## src/rtl/pfs_pkg.sv

```systemverilog
package pfs_pkg;
  typedef enum logic [2:0] {
    ST_IDLE,
    ST_SELECT,
    ST_WRITEBACK,
    ST_INVALIDATE,
    ST_FETCH,
    ST_INSTALL,
    ST_DONE
  } pfs_state_e;
endpackage

```

## src/rtl/pfs_frame_table.sv

```systemverilog
// Per-frame shadow state: occupancy, resident page, use and dirty bits.
module pfs_frame_table #(
  parameter int VPN_W = 4,
  parameter int PFN_W = 2
) (
  input  logic                       clk,
  input  logic                       rst,
  input  logic                       touch_en,
  input  logic [PFN_W-1:0]           touch_idx,
  input  logic                       touch_wr,
  input  logic                       clear_en,
  input  logic [PFN_W-1:0]           clear_idx,
  input  logic                       install_en,
  input  logic [PFN_W-1:0]           install_idx,
  input  logic [VPN_W-1:0]           install_vpn,
  input  logic [PFN_W-1:0]           rd_idx,
  output logic [VPN_W-1:0]           rd_vpn,
  output logic [(1<<PFN_W)-1:0]      use_vec,
  output logic [(1<<PFN_W)-1:0]      dirty_vec,
  output logic                       free_found,
  output logic [PFN_W-1:0]           free_idx
);
  localparam int FRAMES = 1 << PFN_W;

  logic [FRAMES-1:0] occ_q;
  logic [FRAMES-1:0] use_q;
  logic [FRAMES-1:0] dirty_q;
  logic [VPN_W-1:0]  vpn_mem [FRAMES];

  always_ff @(posedge clk) begin
    if (rst) begin
      occ_q   <= '0;
      use_q   <= '0;
      dirty_q <= '0;
    end else begin
      if (touch_en) begin
        use_q[touch_idx] <= 1'b1;
        if (touch_wr) dirty_q[touch_idx] <= 1'b1;
      end
      if (clear_en) use_q[clear_idx] <= 1'b0;
      if (install_en) begin
        occ_q[install_idx]   <= 1'b1;
        use_q[install_idx]   <= 1'b0;
        dirty_q[install_idx] <= 1'b0;
      end
    end
  end

  // Page-number store kept reset-free so it maps onto distributed RAM.
  always_ff @(posedge clk) begin
    if (install_en) vpn_mem[install_idx] <= install_vpn;
  end

  assign rd_vpn    = vpn_mem[rd_idx];
  assign use_vec   = use_q;
  assign dirty_vec = dirty_q;

  // Lowest-numbered unoccupied frame wins.
  always_comb begin
    free_found = 1'b0;
    free_idx   = '0;
    for (int i = FRAMES - 1; i >= 0; i--) begin
      if (!occ_q[i]) begin
        free_found = 1'b1;
        free_idx   = PFN_W'(i);
      end
    end
  end
endmodule

```

## src/rtl/pfs_clock_hand.sv

```systemverilog
// Replacement pointer that sweeps the frames in a ring.
module pfs_clock_hand #(
  parameter int PFN_W = 2
) (
  input  logic             clk,
  input  logic             rst,
  input  logic             advance,
  output logic [PFN_W-1:0] hand
);
  localparam int FRAMES = 1 << PFN_W;
  localparam logic [PFN_W-1:0] LAST = PFN_W'(FRAMES - 1);

  always_ff @(posedge clk) begin
    if (rst) begin
      hand <= '0;
    end else if (advance) begin
      hand <= (hand == LAST) ? '0 : hand + 1'b1;
    end
  end
endmodule

```

## src/rtl/page_fault_seq.sv

```systemverilog
module page_fault_seq #(
  parameter int VPN_W = 4,
  parameter int PFN_W = 2
) (
  input  logic             clk,
  input  logic             rst,
  input  logic             fault_valid,
  input  logic [VPN_W-1:0] fault_vpn,
  output logic             fault_ready,
  input  logic             access_valid,
  input  logic [PFN_W-1:0] access_pfn,
  input  logic             access_write,
  output logic             xfer_req,
  output logic             xfer_to_disk,
  output logic [PFN_W-1:0] xfer_pfn,
  output logic [VPN_W-1:0] xfer_slot,
  input  logic             xfer_done,
  output logic             pt_we,
  output logic [VPN_W-1:0] pt_vpn,
  output logic             pt_present,
  output logic [PFN_W-1:0] pt_pfn,
  output logic [VPN_W-1:0] pt_slot,
  output logic             restart,
  output logic [VPN_W-1:0] restart_vpn,
  output logic [PFN_W-1:0] restart_pfn
);
  import pfs_pkg::*;

  localparam int FRAMES = 1 << PFN_W;

  pfs_state_e       state_q, state_n;
  logic [VPN_W-1:0] fvpn_q, fvpn_n;
  logic [PFN_W-1:0] vic_q, vic_n;
  logic [VPN_W-1:0] vvpn_q, vvpn_n;

  logic             hand_adv;
  logic             use_clr;
  logic [PFN_W-1:0] hand;
  logic [VPN_W-1:0] hand_vpn;
  logic [FRAMES-1:0] use_vec;
  logic [FRAMES-1:0] dirty_vec;
  logic             free_found;
  logic [PFN_W-1:0] free_idx;

  pfs_frame_table #(.VPN_W(VPN_W), .PFN_W(PFN_W)) u_frames (
    .clk         (clk),
    .rst         (rst),
    .touch_en    (state_q == ST_IDLE && access_valid),
    .touch_idx   (access_pfn),
    .touch_wr    (access_write),
    .clear_en    (use_clr),
    .clear_idx   (hand),
    .install_en  (state_q == ST_INSTALL),
    .install_idx (vic_q),
    .install_vpn (fvpn_q),
    .rd_idx      (hand),
    .rd_vpn      (hand_vpn),
    .use_vec     (use_vec),
    .dirty_vec   (dirty_vec),
    .free_found  (free_found),
    .free_idx    (free_idx)
  );

  pfs_clock_hand #(.PFN_W(PFN_W)) u_hand (
    .clk     (clk),
    .rst     (rst),
    .advance (hand_adv),
    .hand    (hand)
  );

  always_comb begin
    state_n  = state_q;
    fvpn_n   = fvpn_q;
    vic_n    = vic_q;
    vvpn_n   = vvpn_q;
    hand_adv = 1'b0;
    use_clr  = 1'b0;
    unique case (state_q)
      ST_IDLE: begin
        if (fault_valid) begin
          fvpn_n  = fault_vpn;
          state_n = ST_SELECT;
        end
      end
      ST_SELECT: begin
        if (free_found) begin
          vic_n   = free_idx;
          state_n = ST_FETCH;
        end else if (use_vec[hand]) begin
          use_clr  = 1'b1;
          hand_adv = 1'b1;
        end else begin
          vic_n    = hand;
          vvpn_n   = hand_vpn;
          hand_adv = 1'b1;
          state_n  = dirty_vec[hand] ? ST_WRITEBACK : ST_INVALIDATE;
        end
      end
      ST_WRITEBACK:  if (xfer_done) state_n = ST_INVALIDATE;
      ST_INVALIDATE: state_n = ST_FETCH;
      ST_FETCH:      if (xfer_done) state_n = ST_INSTALL;
      ST_INSTALL:    state_n = ST_DONE;
      ST_DONE:       state_n = ST_IDLE;
      default:       state_n = ST_IDLE;
    endcase
  end

  always_ff @(posedge clk) begin
    if (rst) begin
      state_q      <= ST_IDLE;
      fvpn_q       <= '0;
      vic_q        <= '0;
      vvpn_q       <= '0;
      fault_ready  <= 1'b1;
      xfer_req     <= 1'b0;
      xfer_to_disk <= 1'b0;
      xfer_pfn     <= '0;
      xfer_slot    <= '0;
      pt_we        <= 1'b0;
      pt_vpn       <= '0;
      pt_present   <= 1'b0;
      pt_pfn       <= '0;
      pt_slot      <= '0;
      restart      <= 1'b0;
      restart_vpn  <= '0;
      restart_pfn  <= '0;
    end else begin
      state_q      <= state_n;
      fvpn_q       <= fvpn_n;
      vic_q        <= vic_n;
      vvpn_q       <= vvpn_n;
      fault_ready  <= (state_n == ST_IDLE);
      xfer_req     <= (state_n == ST_WRITEBACK) || (state_n == ST_FETCH);
      xfer_to_disk <= (state_n == ST_WRITEBACK);
      xfer_pfn     <= vic_n;
      xfer_slot    <= (state_n == ST_WRITEBACK) ? vvpn_n : fvpn_n;
      pt_we        <= (state_n == ST_INVALIDATE) || (state_n == ST_INSTALL);
      pt_vpn       <= (state_n == ST_INVALIDATE) ? vvpn_n : fvpn_n;
      pt_present   <= (state_n == ST_INSTALL);
      pt_pfn       <= (state_n == ST_INSTALL) ? vic_n : '0;
      pt_slot      <= (state_n == ST_INVALIDATE) ? vvpn_n : '0;
      restart      <= (state_n == ST_DONE);
      restart_vpn  <= fvpn_n;
      restart_pfn  <= vic_n;
    end
  end
endmodule

```

## config.mk

```make
export PLATFORM = sky130hd
export DESIGN_NAME = page_fault_seq
export DESIGN_NICKNAME = d
export VERILOG_FILES = /design/src/rtl/pfs_pkg.sv /design/src/rtl/pfs_frame_table.sv /design/src/rtl/pfs_clock_hand.sv /design/src/rtl/page_fault_seq.sv
export SDC_FILE = /design/constraint.sdc
export NUM_CORES = 1
export LEC_CHECK = 0
export BUFFER_PORTS_ARGS = -buffer_cell sky130_fd_sc_hd__buf_4
export CORE_MARGIN = 4
export CORE_UTILIZATION = 50
export DETAILED_ROUTE_END_ITERATION = 8
export PLACE_DENSITY = 0.83
export SLEW_MARGIN = 20
export SYNTH_ARGS = -nofsm -noshare
export SYNTH_HDL_FRONTEND = slang
export SYNTH_SLANG_ARGS = --single-unit
export TNS_END_PERCENT = 30
```

## constraint.sdc

```tcl
create_clock -name clk -period 2.95 [get_ports clk]
set_input_delay 0.295 -clock clk [delete_from_list [all_inputs] [get_ports clk]]
set_output_delay 0.295 -clock clk [all_outputs]
set_load 0.02 [all_outputs]
```

==> results of run 1 <==
## worst register-to-register path, delay by kind of cell (launching register included)
family        cells  cell delay [ps]
simple gates      1              410
flops             1              520
mux               3             1190
## power groups by stage
| stage | logic [mW] | clock network, mW | registers, mW |
|---|---|---|---|
| floorplan | 0.0863 | 0 | 1.00 |
| global placement | 0.163 | 0 | 0.986 |
| detailed placement | 0.166 | 0 | 0.987 |
| CTS | 0.167 | 0.794 | 0.967 |
| global route | 0.181 | 0.835 | 0.972 |
| finish | 0.167 | 0.788 | 0.967 |
## cells by family after synthesis
group | synth area share (%)
fa+ha+maj | 1.92
compound gates | 11.7
simple gates | 14.4
flops | 55.9
buf+inv | 4.60
mux | 11.4
## routing by layer
layer,wire length [µm],track usage (%)
met1,2330,22.1
met2,2790,30.4
met3,254,3.92
met4,110,10.1
met5,0,0
## final timing paths
check | end | slack [ps] | depth (start not counted)
max | pt_vpn[1] | 760 | 4
min | u_frames.dirty_vec[3] | 280 | 3
max reg2reg | pt_vpn[1] | 760 | 4
min reg2reg | u_frames.dirty_vec[2] | 520 | 2
## registers in the layout (all words and copies together) (netlist names), 2 cells and up, named ones only
register	cells
pt_vpn	4
u_frames.use_vec	4
u_hand.hand	2
xfer_slot	4
u_frames.dirty_vec	4
pt_pfn	2
fvpn_q	4
pt_slot	4
vic_q	2
u_frames.occ_q	4
vvpn_q	4
state_q	3
u_frames.vpn_mem	16
## through the flow
stage               cell area, µm²  hold WS [ps]  power, mW
floorplan                     2610           475       1.09
global placement              2970           502       1.15
detailed placement            2970           504       1.15
CTS                           3180           279       1.93
global route                  3180           320       1.99
finish                        3180           284       1.92
## final cells by class
class | count | area, µm² | share of cell area, %
sequential | 65 | 1460 | 45.9
multi-input combinational | 139 | 1030 | 32.4
timing repair buffer | 43 | 323 | 10.1
clock buffer | 10 | 149 | 4.68
tap | 70 | 87.6 | 2.75
inverter | 18 | 67.6 | 2.12
clock inverter | 6 | 65.1 | 2.04
## cells in the final DEF (no fill, tap or decap), types with 5 or more instances in the layout
master     count
dfxtp_1       49
buf_4         43
nor2_1        23
inv_1         18
edfxtp_1      16
nand2_1       13
a21oi_1       13
nor3_1        11
mux2i_1       11
clkbuf_8       9
mux4_2         6
a2111oi_0      5
==> impl_metrics.tcl, run 1 <==
set metrics [dict create \
    synth_nets 248 \
    critPathCaptureType "flop" \
    grt_usage_pct 18.4 \
    place_ws_ps 782 \
    die_x_um 80.3 \
    drtPass1Iterations 4 \
    coreArea_mm2 0.00507 \
    r2r-start "u_hand.hand[0]" \
    antenna_left 0 \
    io_buffers 39 \
    worstMarginPinSlew_ps 716 \
    cts_tree "yes" \
    wirelength_mm 5.48 \
    antenna_found_initial 0 \
    dp_hpwl_mm 3.93 \
    drv_slew 0 \
    finalHoldViolCount 0 \
    clockBufferDepth 2 \
    clock_power_share_pct 41.0 \
    worstSkewPairLatency_ps 350 \
    fp.dieH_um 80.3 \
    placed_cells 335 \
    synthArstFlopShare_pct 0 \
    ir_drop_mv 0.340 \
    h-tree-depth 3 \
    fin_crit_ps 2190 \
    synthTopCellsByArea "dfxtp_1, edfxtp_1, mux4_2" \
    fin_tns_setup_ps 0 \
    pwr-share-comb_pct 8.7 \
    ys_ff_latch 65 \
    drive_above_1_share_pct 28.1 \
    rows 26 \
    route.detailed.drc 0 \
    internal_power_mw 1.46 \
    maxCapViolations 0 \
    nFillCells 400 \
    sw_frac_of_total_pct 24.3 \
    status "completed" \
    post_cts_buffers 0 \
    crit_path_cell_trace "mux4_2 -> nor3_2 -> mux2_2 -> mux2i_1" \
    stdcell_count 351 \
    ys_seq_area_share_pct 55.9 \
    grt_pass1_wl_mm 8.76 \
    relSlewSlack_pct 52.2 \
    ctsResizeCount 0 \
    cts.sinks 65 \
    grt_max_degree 29 \
    cellPowerDensity_mw_per_mm2 604 \
    period_share_pct 74.1 \
    grt_overflow 0 \
    synth_commonest_cells "dfxtp_1, nor2_1, inv_1, edfxtp_1" \
    min-delay-start "access_write" \
    synth_top_area_cell "dfxtp_1" \
    timing.fmax_mhz 457 \
    yosysMostFrequentCell "dfxtp_1" \
    arrival_ps 2470 \
    root_buffer "clkbuf_8" \
    cpMaxStageDelayCell "mux4_2" \
    hold_class "input port to flop" \
    cp.required_ps 3230 \
    syn_area_mm2 0.00261 \
    crit_family "multiplexers" \
    fin_nets 292 \
    synth_edf_count 16 \
    start_util_pct 51.5 \
    rsz0062_at_grt "false" \
    yosysTopAreaCellShare_pct 37.5 \
    synthCells 232 \
    ios 40 \
    cts_buffers 9 \
    p_leak_nw 1.29 \
    clk_pin_slew_ps 70 \
    viasPerCell 5.44 \
    syn_avg_cell_area_um2 11.3 \
    final.setup_skew_ps 10.5 \
    syn_to_final_growth_pct 21.9 \
    grt_pass1_vias 1809 \
    worstSetupStartpointType "flop" \
    synth-main-ff-cell "dfxtp_1" \
    wl_per_cell_um 15.6 \
    cp.buffers_inverters 0 \
    startpoint "u_hand.hand[0]" \
    vias 1910 \
    dieArea_mm2 0.00645 \
    cp_max_fo 10 \
    holdBufCountCts 0 \
    setup_violations 0 \
    path_class "flop to flop" \
    synth_warnings 0 \
    num_antenna_cells 0 \
    seq_power_share_pct 50.3 \
    finalWeightedCongestion 0.797 \
    switchingPower_mw 0.467 \
    layout_setup_ws_ps 763 \
    drt-initial-drc-count 112 \
    ys_types 49 \
    post-route-util_pct 62.7 \
    cpPeakStageDelay_ps 660 \
]
(Power assumes the default switching activity.)
==> run 2, diff against run 1 <==
clock period = 2.3 ns   (was 2.95 ns; I/O delays follow)
==> run 2 against run 1 <==
Against the previous run:
- core utilization rose by 1.1 points
- count of clock-buffer cells in the layout rose by 2
- global-route usage rose by 0.89 points
- critical path type unchanged
- design area rose by 1.7%
- first-iteration DRC count rose by 4.5%
- combinational power rose by 35%
- sequential cell count did not move
- setup slack got worse by 500 ps
==> impl_metrics.tcl, run 2 (same netlist as run 1, synthesis figures left out) <==
set metrics [dict create \
    fin_tns_setup_ps 0 \
    worstMarginPinSlew_ps 589 \
    final_cell_mix "dfxtp_1, buf_4, nor2_1" \
    registers.top_by_ff_count "u_frames.vpn_mem" \
    maxCapViolations 0 \
    wirelength_mm 5.76 \
    cts_tree "yes" \
    syn_to_final_growth_pct 23.9 \
    viasPerCell 5.63 \
    nFillCells 403 \
    holdBufCountCts 0 \
    clock_power_share_pct 42.7 \
    num_antenna_cells 0 \
    switchingPower_mw 0.577 \
    ir_drop_mv 0.440 \
    grt_pass1_wl_mm 9.31 \
    rrSetupSlack_ps 270 \
    drt-initial-drc-count 117 \
    final.setup_skew_ps 11.5 \
    p_leak_nw 1.32 \
    timing.fmax_mhz 492 \
    start_util_pct 51.5 \
    antenna_left 0 \
    ios 40 \
    ctsResizeCount 0 \
    setup_violations 0 \
    min-delay-start "access_write" \
    hold_end "u_frames.dirty_vec[1]" \
    rr_worst_depth 4 \
    grt_overflow 0 \
    worstSetupStartpointType "flop" \
    r2r-start "state_q[0]" \
    fp.dieH_um 80.3 \
    drv_slew 0 \
    fin_nets 297 \
    io_buffers 39 \
    cp_max_fo 11 \
    grt_usage_pct 19.2 \
    h-tree-depth 3 \
    min_path_cells 3 \
    final_area_mm2 0.00324 \
    largest_reg_flops 16 \
    clk_pin_slew_ps 70 \
    relSlewSlack_pct 60.7 \
    critPathCaptureType "flop" \
    cp.required_ps 2570 \
    finalWeightedCongestion 0.809 \
    root_buffer "clkbuf_8" \
    post-route-util_pct 63.8 \
    rsz0062_at_grt "false" \
    arrival_ps 2300 \
    r2r-end "pt_vpn[3]" \
    path_class "flop to flop" \
    cellPowerDensity_mw_per_mm2 789 \
    place_ws_ps 299 \
    seq_power_share_pct 48.5 \
    hold_class "input port to flop" \
    layout_setup_ws_ps 268 \
    cts_buffers 9 \
    coreArea_mm2 0.00507 \
    pwr-share-comb_pct 8.8 \
    dp_hpwl_mm 4.06 \
    cts.sinks 65 \
    grt_max_degree 29 \
    layout_commonest_cell "dfxtp_1" \
    die_x_um 80.3 \
    grt_pass1_vias 1956 \
    period_share_pct 88.4 \
    drive_above_1_share_pct 29.0 \
    fin_crit_ps 2030 \
    rows 26 \
    post_cts_buffers 0 \
    status "completed" \
    dieArea_mm2 0.00645 \
    startpoint "state_q[0]" \
    drtPass1Iterations 4 \
    route.detailed.drc 0 \
    vias 2003 \
    sw_frac_of_total_pct 22.6 \
    placed_area_mm2 0.00301 \
    finalHoldViolCount 0 \
    worstSkewPairLatency_ps 340 \
    wl_per_cell_um 16.2 \
    clockBufferDepth 2 \
    antenna_found_initial 0 \
    internal_power_mw 1.98 \
]
[run 2: changes by cell type in the layout (fill, tap and decap cells not counted)]
cell,previous run,this run
clkbuf_8,9,11
clkinv_4,2,0
clkinvlp_4,1,2
clkbuf_1,0,1
buf_4,43,48
clkinv_2,2,0
bufinv_16,1,2
clkbuf_16,1,0
[run 2: per-stage QoR]
stage               std cells  power (mW)  hold WS [ps]
floorplan                 232        1.39           428
global placement          340        1.48           495
detailed placement        340        1.49           509
CTS                       356        2.57           214
global route              356        2.65           255
finish                    356        2.55           216
[run 2: worst max path at each step]
stage	to	slack [ps]	cells past startpoint
final	pt_vpn[3]	270	4
after floorplan	pt_vpn[1]	320	5
after global placement	pt_vpn[3]	350	4
after CTS	pt_vpn[3]	290	4
after detailed placement	pt_vpn[3]	300	4
after global routing	xfer_slot[2]	180	5
[run 2: critical path, stage by stage, from the launching register on]
cell and delay [ps]:
dfxtp_1 510, or3b_2 580, or3_4 430, mux2_4 320, mux2i_1 120
[run 2: power groups by stage]
stage          registers (mW)  clock network (mW)  logic (mW)
5_1_grt                  1.24                1.17       0.243
3_5_place_dp             1.26                   0       0.223
4_1_cts                  1.24                1.11       0.225
6_report                 1.24                1.09       0.225
3_3_place_gp             1.26                   0       0.218
2_1_floorplan            1.28                   0       0.111
[run 2: final cells by class]
cell class / instances / area, µm² / area share (%)
Tap cell: 70 / 87.6 / 2.70
Inverter: 18 / 67.6 / 2.09
Clock inverter: 4 / 75.1 / 2.32
Sequential cell: 65 / 1460 / 45.1
Multi-Input combinational cell: 139 / 1030 / 31.8
Clock buffer: 12 / 155 / 4.79
Timing Repair Buffer: 48 / 360 / 11.1
[run 2: routing by layer]
| metal | global-route usage [%] | vias up | wire (µm) |
|---|---|---|---|
| met5 | 0 | - | 0 |
| met4 | 12.2 | 0 | 193 |
| met3 | 3.70 | 18 | 322 |
| met2 | 31.1 | 73 | 2810 |
| met1 | 23.4 | 974 | 2430 |
| li1 | - | 938 | - |
==> run 3, diff against run 2 <==
SYNTH_HIERARCHICAL = 1   (was not set)
==> run 3 against run 2 <==
Against the previous run:
- global-route usage decreased by 0.75 points
- die area decreased by 1.2%
- critical path type unchanged
- highest routed layer unchanged
- setup slack got worse by 58 ps
==> impl_metrics.tcl, run 3 <==
set metrics [dict create \
    drive_above_1_share_pct 31.1 \
    post-route-util_pct 65.4 \
    synth_top_area_cell "dfxtp_1" \
    startpoint "u_hand/hand[0]" \
    hold-worst-slack_ps 73.4 \
    final.setup_skew_ps 8.66 \
    dieArea_mm2 0.00637 \
    clk_pin_slew_ps 70 \
    ys_seq_area_share_pct 55.1 \
    cp.required_ps 2510 \
    cts.sinks 63 \
    synthArstFlopShare_pct 0 \
    maxCapViolations 0 \
    post_cts_buffers 0 \
    syn_area_mm2 0.00258 \
    wirelength_mm 5.24 \
    cp_max_fo 9 \
    holdBufCountCts 0 \
    grt_overflow 0 \
    antenna_found_initial 0 \
    clockBufferDepth 2 \
    syn_to_final_growth_pct 23.0 \
    rr_worst_depth 4 \
    route.detailed.drc 0 \
    viasPerCell 5.45 \
    vias 1819 \
    hold_class "input port to flop" \
    ir_drop_mv 0.416 \
    fin_tns_setup_ps 0 \
    synth_warnings 6 \
    grt_usage_pct 18.5 \
    wl_per_cell_um 15.7 \
    synth-main-ff-cell "dfxtp_1" \
    final_cell_mix "dfxtp_1, buf_4, nor2_1" \
    timing.fmax_mhz 479 \
    largest_reg_flops 16 \
    relSlewSlack_pct 56.6 \
    fin_crit_ps 2090 \
    worstSkewPairLatency_ps 340 \
    ys_ff_latch 63 \
    status "completed" \
    syn_avg_cell_area_um2 12.1 \
    synthTopCellsByArea "dfxtp_1, edfxtp_1, mux4_2" \
    yosysMostFrequentCell "dfxtp_1" \
    p_leak_nw 1.24 \
    drtPass1Iterations 4 \
    place_ws_ps 219 \
    endpoint "xfer_slot[3]" \
    cellPowerDensity_mw_per_mm2 778 \
    registers.top_by_ff_count "u_frames/vpn_mem" \
    drt-initial-drc-count 109 \
    io_buffers 39 \
    ys_types 55 \
    synth_nets 226 \
    stdcell_count 334 \
    dp_hpwl_mm 3.71 \
    grt_pass1_vias 1747 \
    cts_tree "yes" \
    rsz0062_at_grt "false" \
    rrSetupSlack_ps 210 \
    grt_max_degree 30 \
    die_x_um 79.8 \
    grt_pass1_wl_mm 8.78 \
    ctsResizeCount 0 \
    root_buffer "clkbuf_8" \
    worstMarginPinSlew_ps 649 \
    finalWeightedCongestion 0.831 \
    synth_edf_count 16 \
    ios 40 \
    worstSetupStartpointType "flop" \
    num_antenna_cells 0 \
    synthCells 213 \
    rows 25 \
    period_share_pct 90.9 \
    fin_nets 275 \
    h-tree-depth 3 \
    cts_buffers 9 \
    drv_slew 0 \
    yosysTopAreaCellShare_pct 36.5 \
    fp.dieH_um 79.8 \
    r2r-end "xfer_slot[3]" \
    finalHoldViolCount 0 \
    crit_path_cell_trace "mux4_2 -> nor3_4 -> mux2i_1 -> a2bb2oi_1" \
    start_util_pct 53.2 \
    r2r-start "u_hand/hand[0]" \
    placed_cells 318 \
    coreArea_mm2 0.00485 \
    critPathCaptureType "flop" \
    synth_commonest_cells "dfxtp_1, nor2_1, edfxtp_1, mux2i_1, inv_1" \
    arrival_ps 2300 \
    antenna_left 0 \
    cpMaxStageDelayCell "mux4_2" \
    path_class "flop to flop" \
    cpPeakStageDelay_ps 650 \
    layout_setup_ws_ps 210 \
    setup_violations 0 \
]
==> run 3: how the worst min path moves through the flow <==
stage,startpoint,end,slack [ps],cells past startpoint
6_report,fault_valid,fault_ready,70,2
2_1_floorplan,rst,u_hand/hand[0],300,1
5_1_grt,fault_valid,fault_ready,50,2
3_3_place_gp,fault_valid,fault_ready,420,2
4_1_cts,fault_valid,fault_ready,60,2
3_5_place_dp,fault_valid,fault_ready,420,2
==> run 3: report_power, final <==
part	switching (mW)	total, mW	leakage (nW)	internal [mW]
Combinational	0.121	0.228	0.591	0.107
Clock	0.445	1.04	0.118	0.592
Sequential	0.0269	1.20	0.530	1.17
==> run 3: metal layers <==
metal	vias up	part of all wire (%)	global-route usage, %
li1	881	-	-
met1	869	44	24.1
met2	58	48	27.8
met3	11	5.5	5.64
met4	0	2.1	9.29
met5	-	0	0
==> run 3: layout make-up <==
cell class | instances | area (µm²)
well taps | 67 | 83.8
fillers | 393 | 1680
clock inverters | 4 | 31.3
flip-flops and latches | 63 | 1420
repair buffers | 47 | 353
clock buffers | 12 | 199
inverters | 9 | 33.8
multi-input cells | 132 | 1050
==> run 3: per-stage QoR <==
step / total power, mW / cell area, µm²
2_1_floorplan: 1.37 / 2580
3_3_place_gp: 1.45 / 2940
3_5_place_dp: 1.45 / 2940
4_1_cts: 2.49 / 3170
5_1_grt: 2.58 / 3170
6_report: 2.47 / 3170
==> run 3: logic make-up (layout without fill, tap and decap cells) <==
| family | after synthesis | after routing | share of synthesized area (%) |
|---|---|---|---|
| adders and majority gates | 1 | 1 | 0.485 |
| muxes | 16 | 16 | 9.27 |
| DFF | 63 | 63 | 55.1 |
| AOI/OAI and AO/OA | 43 | 43 | 13.0 |
| buffers and inverters | 18 | 72 | 4.22 |
| and+or+nand+nor | 72 | 72 | 17.9 |
==> run 3: worst max-delay path, delay by kind of cell (launching register included) <==
family,cells,cell delay (ps)
compound gates,1,120
simple gates,1,330
flops,1,470
mux,2,1050
